`config.mk`:
```
export PLATFORM = sky130hd
export DESIGN_NAME = rx_flow_fifo
export DESIGN_NICKNAME = d
export VERILOG_FILES = /design/src/rtl/rxq_pkg.sv /design/src/rtl/rxq_level.sv /design/src/rtl/rxq_store.sv /design/src/rtl/rxq_flow.sv /design/src/rtl/rx_flow_fifo.sv
export SDC_FILE = /design/constraint.sdc
export NUM_CORES = 1
export LEC_CHECK = 0
export ABC_AREA = 0
export BUFFER_PORTS_ARGS = -buffer_cell sky130_fd_sc_hd__buf_2
export CORE_MARGIN = 2
export CORE_UTILIZATION = 40
export DETAILED_ROUTE_END_ITERATION = 10
export PLACE_DENSITY_LB_ADDON = 0.15
export SKIP_CTS_REPAIR_TIMING = 1
export SYNTH_ARGS = -nofsm -noshare
export SYNTH_HDL_FRONTEND = slang
export SYNTH_SLANG_ARGS = --single-unit
export TNS_END_PERCENT = 10
```
`constraint.sdc`:
```
create_clock -name clk -period 2.8 [get_ports clk]
set_clock_uncertainty 0.1 [all_clocks]
set_input_delay 0.42 -clock clk [delete_from_list [all_inputs] [get_ports clk]]
set_output_delay 0.42 -clock clk [all_outputs]
set_load 0.02 [all_outputs]
```
`src/rtl/rxq_pkg.sv`:
```
package rxq_pkg;

  typedef enum logic [1:0] {
    TRIG_1  = 2'd0,
    TRIG_4  = 2'd1,
    TRIG_8  = 2'd2,
    TRIG_14 = 2'd3
  } trig_sel_e;

  // Threshold in characters for a given select code.
  function automatic int unsigned trig_threshold(input logic [1:0] sel);
    case (sel)
      TRIG_1:  return 32'd1;
      TRIG_4:  return 32'd4;
      TRIG_8:  return 32'd8;
      default: return 32'd14;
    endcase
  endfunction

  // Occupancy after one cycle, given the accepted write and read.
  function automatic int unsigned level_after(input int unsigned cur,
                                              input logic wr, input logic rd);
    case ({wr, rd})
      2'b10:   return cur + 32'd1;
      2'b01:   return cur - 32'd1;
      default: return cur;
    endcase
  endfunction

endpackage

```
`src/rtl/rxq_level.sv`:
```
module rxq_level #(
  parameter int DEPTH = 16,
  localparam int LVL_W = $clog2(DEPTH + 1)
) (
  input  logic             clk,
  input  logic             rst_n,
  input  logic             in_valid,
  input  logic             rd_en,
  input  logic [1:0]       trig_sel,
  output logic             wr_fire,
  output logic             rd_fire,
  output logic             drop_evt,
  output logic             at_trig,
  output logic [LVL_W-1:0] level,
  output logic             empty,
  output logic             full
);
  import rxq_pkg::*;

  logic [LVL_W-1:0] level_q;

  assign empty    = (level_q == '0);
  assign full     = (level_q == LVL_W'(DEPTH));
  assign rd_fire  = rd_en && !empty;
  assign wr_fire  = in_valid && (!full || rd_fire);
  assign drop_evt = in_valid && !wr_fire;
  assign at_trig  = (32'(level_q) >= trig_threshold(trig_sel));
  assign level    = level_q;

  always_ff @(posedge clk or negedge rst_n) begin
    if (!rst_n) level_q <= '0;
    else        level_q <= LVL_W'(level_after(32'(level_q), wr_fire, rd_fire));
  end

endmodule

```
`src/rtl/rxq_store.sv`:
```
module rxq_store #(
  parameter int DATA_W = 8,
  parameter int DEPTH  = 16,
  localparam int ADDR_W = (DEPTH > 1) ? $clog2(DEPTH) : 1,
  localparam bit POW2   = ((1 << ADDR_W) == DEPTH)
) (
  input  logic              clk,
  input  logic              rst_n,
  input  logic              wr_fire,
  input  logic              rd_fire,
  input  logic [DATA_W-1:0] wr_data,
  output logic [DATA_W-1:0] rd_data
);

  logic [DATA_W-1:0] mem [DEPTH];
  logic [ADDR_W-1:0] wptr, rptr, wptr_nxt, rptr_nxt;

  generate
    if (POW2) begin : g_wrap_nat
      assign wptr_nxt = wptr + 1'b1;
      assign rptr_nxt = rptr + 1'b1;
    end else begin : g_wrap_cmp
      assign wptr_nxt = (wptr == ADDR_W'(DEPTH - 1)) ? '0 : wptr + 1'b1;
      assign rptr_nxt = (rptr == ADDR_W'(DEPTH - 1)) ? '0 : rptr + 1'b1;
    end
  endgenerate

  always_ff @(posedge clk) begin
    if (wr_fire) mem[wptr] <= wr_data;
  end

  always_ff @(posedge clk or negedge rst_n) begin
    if (!rst_n) begin
      wptr    <= '0;
      rptr    <= '0;
      rd_data <= '0;
    end else begin
      if (wr_fire) wptr <= wptr_nxt;
      if (rd_fire) begin
        rptr    <= rptr_nxt;
        rd_data <= mem[rptr];
      end
    end
  end

endmodule

```
`src/rtl/rxq_flow.sv`:
```
module rxq_flow (
  input  logic clk,
  input  logic rst_n,
  input  logic drop_evt,
  input  logic clr_status,
  input  logic at_trig,
  input  logic cts_n,
  input  logic tx_req,
  output logic irq,
  output logic rts_n,
  output logic tx_go,
  output logic overrun
);

  assign irq   = at_trig;
  assign rts_n = at_trig;
  assign tx_go = tx_req && !cts_n;

  always_ff @(posedge clk or negedge rst_n) begin
    if (!rst_n)          overrun <= 1'b0;
    else if (drop_evt)   overrun <= 1'b1;
    else if (clr_status) overrun <= 1'b0;
  end

endmodule

```
`src/rtl/rx_flow_fifo.sv`:
```
module rx_flow_fifo #(
  parameter int DATA_W = 8,
  parameter int DEPTH  = 16,
  localparam int LVL_W = $clog2(DEPTH + 1)
) (
  input  logic              clk,
  input  logic              rst_n,
  input  logic              in_valid,
  input  logic [DATA_W-1:0] in_data,
  input  logic              rd_en,
  output logic [DATA_W-1:0] rd_data,
  input  logic [1:0]        trig_sel,
  input  logic              clr_status,
  input  logic              cts_n,
  input  logic              tx_req,
  output logic              tx_go,
  output logic [LVL_W-1:0]  level,
  output logic              empty,
  output logic              full,
  output logic              irq,
  output logic              rts_n,
  output logic              overrun
);

  logic wr_fire, rd_fire, drop_evt, at_trig;

  rxq_level #(.DEPTH(DEPTH)) u_level (
    .clk(clk), .rst_n(rst_n), .in_valid(in_valid), .rd_en(rd_en),
    .trig_sel(trig_sel), .wr_fire(wr_fire), .rd_fire(rd_fire),
    .drop_evt(drop_evt), .at_trig(at_trig), .level(level),
    .empty(empty), .full(full)
  );

  rxq_store #(.DATA_W(DATA_W), .DEPTH(DEPTH)) u_store (
    .clk(clk), .rst_n(rst_n), .wr_fire(wr_fire), .rd_fire(rd_fire),
    .wr_data(in_data), .rd_data(rd_data)
  );

  rxq_flow u_flow (
    .clk(clk), .rst_n(rst_n), .drop_evt(drop_evt), .clr_status(clr_status),
    .at_trig(at_trig), .cts_n(cts_n), .tx_req(tx_req), .irq(irq),
    .rts_n(rts_n), .tx_go(tx_go), .overrun(overrun)
  );

endmodule

```
==> results.json, run 1 <==
{
  "cp_cell_sequence": "buf_4, inv_1, ha_1, nand2b_1, a21o_1, a21o_1, a211o_1, buf_4",
  "grt_usage_pct": 16.0,
  "die_w_um": 129,
  "clkTransAtPathRegs_ns": 0.06,
  "fin_crit_ns": 2.69,
  "drt.antenna.violating_nets": 0,
  "antenna_found_initial": 0,
  "crit_start": "u_level.level[0]",
  "utilization_pct": 47.4,
  "setup_viol": 0,
  "ctsHtreeMaxLevel": 4,
  "ys_ff_latch": 150,
  "crit_arrival_ns": 2.17,
  "start_util_pct": 40.8,
  "hp-class": "input pin to register",
  "hold_viol": 0,
  "timing.rr.start": "u_level.level[3]",
  "gp_congestion": 0.754,
  "core-area_um2": 15200,
  "p_per_area_nw_per_um2": 1030,
  "relSlewSlack_pct": 32.5,
  "yosysSeqAreaShare_pct": 70.8,
  "antenna_cells": 0,
  "dieHeight_um": 129,
  "syn-instance-count": 324,
  "ios": 36,
  "status": "complete, no violations",
  "p_leak_nw": 2.57,
  "async_reset_ff_share_pct": 14.7,
  "first_iter_violations": 220,
  "wl_per_cell_um": 21.3,
  "ys.flop_type": "edfxtp_1",
  "rows": 45,
  "cp_slowest_cell": "dfrtp_2",
  "grt_pass1_vias": 3104,
  "grt_max_degree": 34,
  "critPathRequiredTime_ns": 2.28,
  "syn_avg_cell_area_um2": 19.2,
  "ir_worst_vdd_mv": 0.500,
  "synth.distinct_cells": 39,
  "cp-end-kind": "primary output",
  "fmax_mhz": 371,
  "cp_max_fo": 6,
  "worstSetupStartpointType": "register",
  "yosys.area.top_type_share_pct": 61.9,
  "placement.io_buffers": 35,
  "globalRouteOverflowTotal": 0,
  "dp_hpwl_um": 7670,
  "final.setup.tns_ns": 0,
  "cp_slowest_stage_delay_ns": 0.40,
  "clockBufferDepth": 2,
  "clock_latency_ns": 0.42,
  "criticalPathCategory": "register to primary output",
  "cts_root_buf": "clkbuf_16",
  "synth_largest_area_cell": "edfxtp_1",
  "die-area_um2": 16500,
  "dr_total_vias": 3088,
  "post-place-ws_ns": 0.186,
  "final_cells": 575,
  "drt_pass1_iterations": 5,
  "cts_sinks": 150,
  "area_growth_pct": 16.0,
  "grt_pass1_wl_um": 18700,
  "synth_area_leaders": "edfxtp_1, dfrtp_1, mux4_1, mux4_2, ha_1",
  "yosys.cell_count.top_type": "edfxtp_1",
  "drcViolationCount": 0,
  "netlist_area_um2": 6210,
  "min_from": "clr_status",
  "layout_setup_ws_ns": 0.105,
  "wirelength_um": 12200,
  "fin_crit_sh_pct": 96.2,
  "maxCapViolations": 0,
  "yosys_warnings": 0,
  "nFillCells": 1278,
  "tightestPinTransition_ns": 1.01,
  "synth_edf_count": 128,
  "routed_via_density": 5.37,
  "netlist_top_cells_count": "edfxtp_1, dfrtp_1, mux4_1",
  "cts-buffers-inserted": 17,
  "drive_gt1_share_pct": 28.2,
  "cts_tree": "yes",
  "dp_cells": 542,
  "syn_nets": 355,
  "nets": 405,
  "slew_viol_final": 0
}
-- layout by cell type, fill, tap and decap left out, types with 2 or more instances in the layout --
cell type,n
nand2_1,11
nor2_1,15
mux4_2,12
o22ai_1,15
xnor2_1,8
inv_1,10
ha_1,12
nand2b_1,3
clkbuf_8,4
buf_2,33
mux2_2,10
o21ai_0,3
dfrtp_1,19
a21o_1,4
edfxtp_1,128
dfrtp_2,3
xor2_1,2
nor3_1,4
buf_4,14
nor2b_1,3
clkbuf_16,17
clkbuf_1,6
mux4_1,20
a21oi_1,9
inv_6,2
-- cell type report --
class	instances	area [um2]	share of cell area, %
timing repair buffer	48	280	3.89
sequential	150	4400	61.1
tap	188	235	3.27
clock buffer	27	503	6.99
inverter	10	37.5	0.521
clock inverter	5	63.8	0.886
multi-input combinational	147	1680	23.4
-- worst paths after layout --
check,endpoint,slack [ns],cells after the start
worst max-delay path,irq,0.11,8
max in group asynchronous,u_level.level[0],1.80,2
worst min register to register,u_flow.overrun,0.45,2
min in group asynchronous,u_store.rptr[1],0.42,2
worst min-delay path,u_flow.overrun,0.08,2
worst max register to register,u_level.level[4],0.18,8
-- state kept, by name (all words and copies together), names as in the netlist --
name	count
u_store.wptr	4
u_store.rptr	4
u_level.level	5
u_store.rd_data	8
u_store.mem	128
u_flow.overrun	1
-- cell families after synthesis --
| group | count (synthesis) | synth area share, % |
|---|---|---|
| buffers and inverters | 27 | 2.52 |
| xor gates and xnor gates | 10 | 1.41 |
| DFF | 150 | 70.8 |
| and+or+nand+nor | 42 | 3.33 |
| adders and majority gates | 14 | 2.94 |
| muxes | 43 | 14.8 |
| AOI/OAI and AO/OA | 38 | 4.23 |
-- report_power, final --
part | switching (mW) | internal (mW) | leakage, nW
Sequential | 0.242 | 2.78 | 1.41
Combinational | 1.19 | 1.03 | 0.886
Clock | 0.853 | 1.33 | 0.273
-- critical path, delay by kind of cell (launching register included) --
family / cells / cell delay, ns
AOI/OAI and AO/OA: 3 / 0.62
and+or+nand+nor: 1 / 0.14
DFF: 1 / 0.40
adders and majority gates: 1 / 0.22
buffers and inverters: 3 / 0.39
-- metal layers --
metal	GRT usage (%)	vias to the layer above	wire length, um
met2	25.3	82	5900
met4	5.75	0	180
met5	0	-	0
met1	21.6	1588	5580
li1	-	1405	-
met3	3.99	13	571
-- metrics by stage --
stage	power (mW)	hold WS (ns)	instance area [um2]
2_1_floorplan	4.67	0.0244	6230
3_3_place_gp	5.28	0.324	6610
3_5_place_dp	5.30	0.329	6610
4_1_cts	7.50	-0.124	7180
5_1_grt	7.79	0.0913	7200
6_report	7.42	0.0814	7200
No activity file was read; power rests on OpenSTA's default activity.
==> run 2: changes to the inputs <==
GPL_TIMING_DRIVEN = 0   (was not set)
SLEW_MARGIN = 20   (was not set)
==> run 2 against run 1 <==
First-iteration DRC count is 9.5% lower. Hold slack worse by 0.017 ns. Total power rose by 2.2%. Die area is the same. Critical path type unchanged. Critical endpoint is now rts_n. Largest power group unchanged.
==> results.json, run 2 (synthesis results as in run 1) <==
{
  "status": "complete, no violations",
  "cts_sinks": 150,
  "seqPwrFrac_pct": 39.2,
  "drcViolationCount": 0,
  "criticalPathCategory": "register to primary output",
  "grt_max_degree": 23,
  "globalRouteOverflowTotal": 0,
  "grt_pass1_wl_um": 19100,
  "worstReg2RegEnd": "u_level.level[4]",
  "hp-class": "input pin to register",
  "antenna_cells": 0,
  "whs_ns": 0.0644,
  "hold_viol": 0,
  "critPathRequiredTime_ns": 2.28,
  "wl_per_cell_um": 21.3,
  "clkPwrFrac_pct": 28.9,
  "die_w_um": 129,
  "area_growth_pct": 17.8,
  "clkTransAtPathRegs_ns": 0.06,
  "placement.io_buffers": 35,
  "cts-buffers-inserted": 17,
  "power_frac_comb_pct": 31.8,
  "grt_usage_pct": 16.6,
  "cts_root_buf": "clkbuf_16",
  "ir_worst_vdd_mv": 0.455,
  "drive_gt1_share_pct": 31.3,
  "relSlewSlack_pct": 32.4,
  "dr_wl_met2_um": 5940,
  "clockBufferDepth": 2,
  "regMostFlops": "u_store.mem",
  "fin_crit_ns": 2.71,
  "hold_end": "u_flow.overrun",
  "tightestPinTransition_ns": 1.01,
  "grt_pass1_vias": 3204,
  "slew_viol_final": 0,
  "p_leak_nw": 2.62,
  "drt.antenna.violating_nets": 0,
  "mostFrequentLayoutCells": "edfxtp_1, buf_2, mux4_1, dfrtp_1, clkbuf_16",
  "place_area_um2": 6680,
  "fin_area_um2": 7310,
  "ios": 36,
  "gp_congestion": 0.743,
  "cp-end-kind": "primary output",
  "drt_pass1_iterations": 6,
  "power.switching_mw": 2.46,
  "nFillCells": 1302,
  "timing.rr.start": "u_level.level[0]",
  "cts_tree": "yes",
  "rsz0062_at_grt": "false",
  "cp_max_fo": 5,
  "wirelength_um": 12500,
  "maxCapViolations": 0,
  "worstSetupStartpointType": "register",
  "dr_total_vias": 3131,
  "final_common_cell": "edfxtp_1",
  "rows": 45,
  "largest_reg_flops": 128,
  "die-area_um2": 16500,
  "core-area_um2": 15200,
  "post-place-ws_ns": -0.0938,
  "r2r_cells": 8,
  "fin_crit_sh_pct": 96.7,
  "ctsHtreeMaxLevel": 4,
  "utilization_pct": 48.1,
  "antenna_found_initial": 0,
  "nets": 418,
  "wl_met1_um": 5710,
  "p_per_area_nw_per_um2": 1040,
  "switching_share_pct": 32.4,
  "routed_via_density": 5.32,
  "start_util_pct": 40.8,
  "first_iter_violations": 199,
  "min_path_cells": 2,
  "fmax_mhz": 369,
  "clock_latency_ns": 0.43,
  "setup_viol": 0,
  "min_from": "clr_status",
  "dieHeight_um": 129,
  "wl_met3_um": 599,
  "rrSetupSlack_ns": 0.12,
  "internal_power_mw": 5.13,
  "crit_arrival_ns": 2.19,
  "highest_layer": "met4",
  "dp_hpwl_um": 8200,
  "layout_setup_ws_ns": 0.0923
}
[run 2: cell count changes in the layout (fill, tap and decap cells not counted), moves of 2 or more]
| cell | previous run | this run |
|---|---|---|
| buf_4 | 14 | 11 |
| buf_2 | 33 | 37 |
| clkinvlp_4 | 1 | 3 |
| clkinv_2 | 0 | 3 |
| buf_6 | 0 | 4 |
| nor3_2 | 0 | 4 |
| nor3_1 | 4 | 0 |
| inv_6 | 2 | 6 |
| clkbuf_8 | 4 | 1 |
[run 2: worst max path at each step]
stage / slack [ns] / cells past startpoint / to / startpoint
global route: 0.006 / 10 / u_level.level[4] / u_level.level[0]
finish: 0.09 / 8 / rts_n / u_level.level[0]
CTS: -0.11 / 9 / u_level.level[4] / u_level.level[1]
detailed placement: -0.09 / 9 / u_level.level[4] / u_level.level[1]
global placement: -0.17 / 5 / u_store.mem[1][4] / rd_en
floorplan: 0.0009 / 9 / u_level.level[4] / u_level.level[1]
[run 2: through the flow]
step / instances / TNS (ns) / power [mW]
2_1_floorplan: 324 / 0 / 4.67
3_3_place_gp: 547 / -4.85 / 5.35
3_5_place_dp: 550 / -0.0938 / 5.41
4_1_cts: 582 / -0.167 / 7.61
5_1_grt: 588 / 0 / 7.99
6_report: 588 / 0 / 7.58
[run 2: area by class of cell]
type                    count  area (um2)  area share [%]
well taps                 188         235            3.22
clock inverters            15         140            1.92
repair buffers             45         253            3.46
clock buffers              17         425            5.82
inverters                  10        37.5           0.513
plain buffers              16         111            1.52
multi-input cells         147        1710            23.4
flip-flops and latches    150        4400            60.1
[run 2: layer usage]
metal / GRT usage (%) / up-vias
li1: - / 1442
met1: 22.0 / 1594
met2: 26.0 / 73
met3: 3.95 / 22
met4: 7.99 / 0
met5: 0 / -
[run 2: power by group through the flow]
stage                     clock [mW]  sequential (mW)  combinational [mW]
final                           2.19             2.97                2.41
after global routing            2.32             3.01                2.66
after CTS                       2.24             2.99                2.38
after detailed placement           0             3.04                2.38
after global placement             0             3.03                2.32
after floorplan                    0             3.08                1.59
[run 2: worst max-delay path, stage by stage, from the launching register on]
cell and delay [ns]:
dfrtp_2 0.40, inv_1 0.06, ha_1 0.27, nand2b_1 0.14, a21o_1 0.17, a21o_1 0.17
a211o_1 0.27, buf_4 0.13, buf_2 0.15
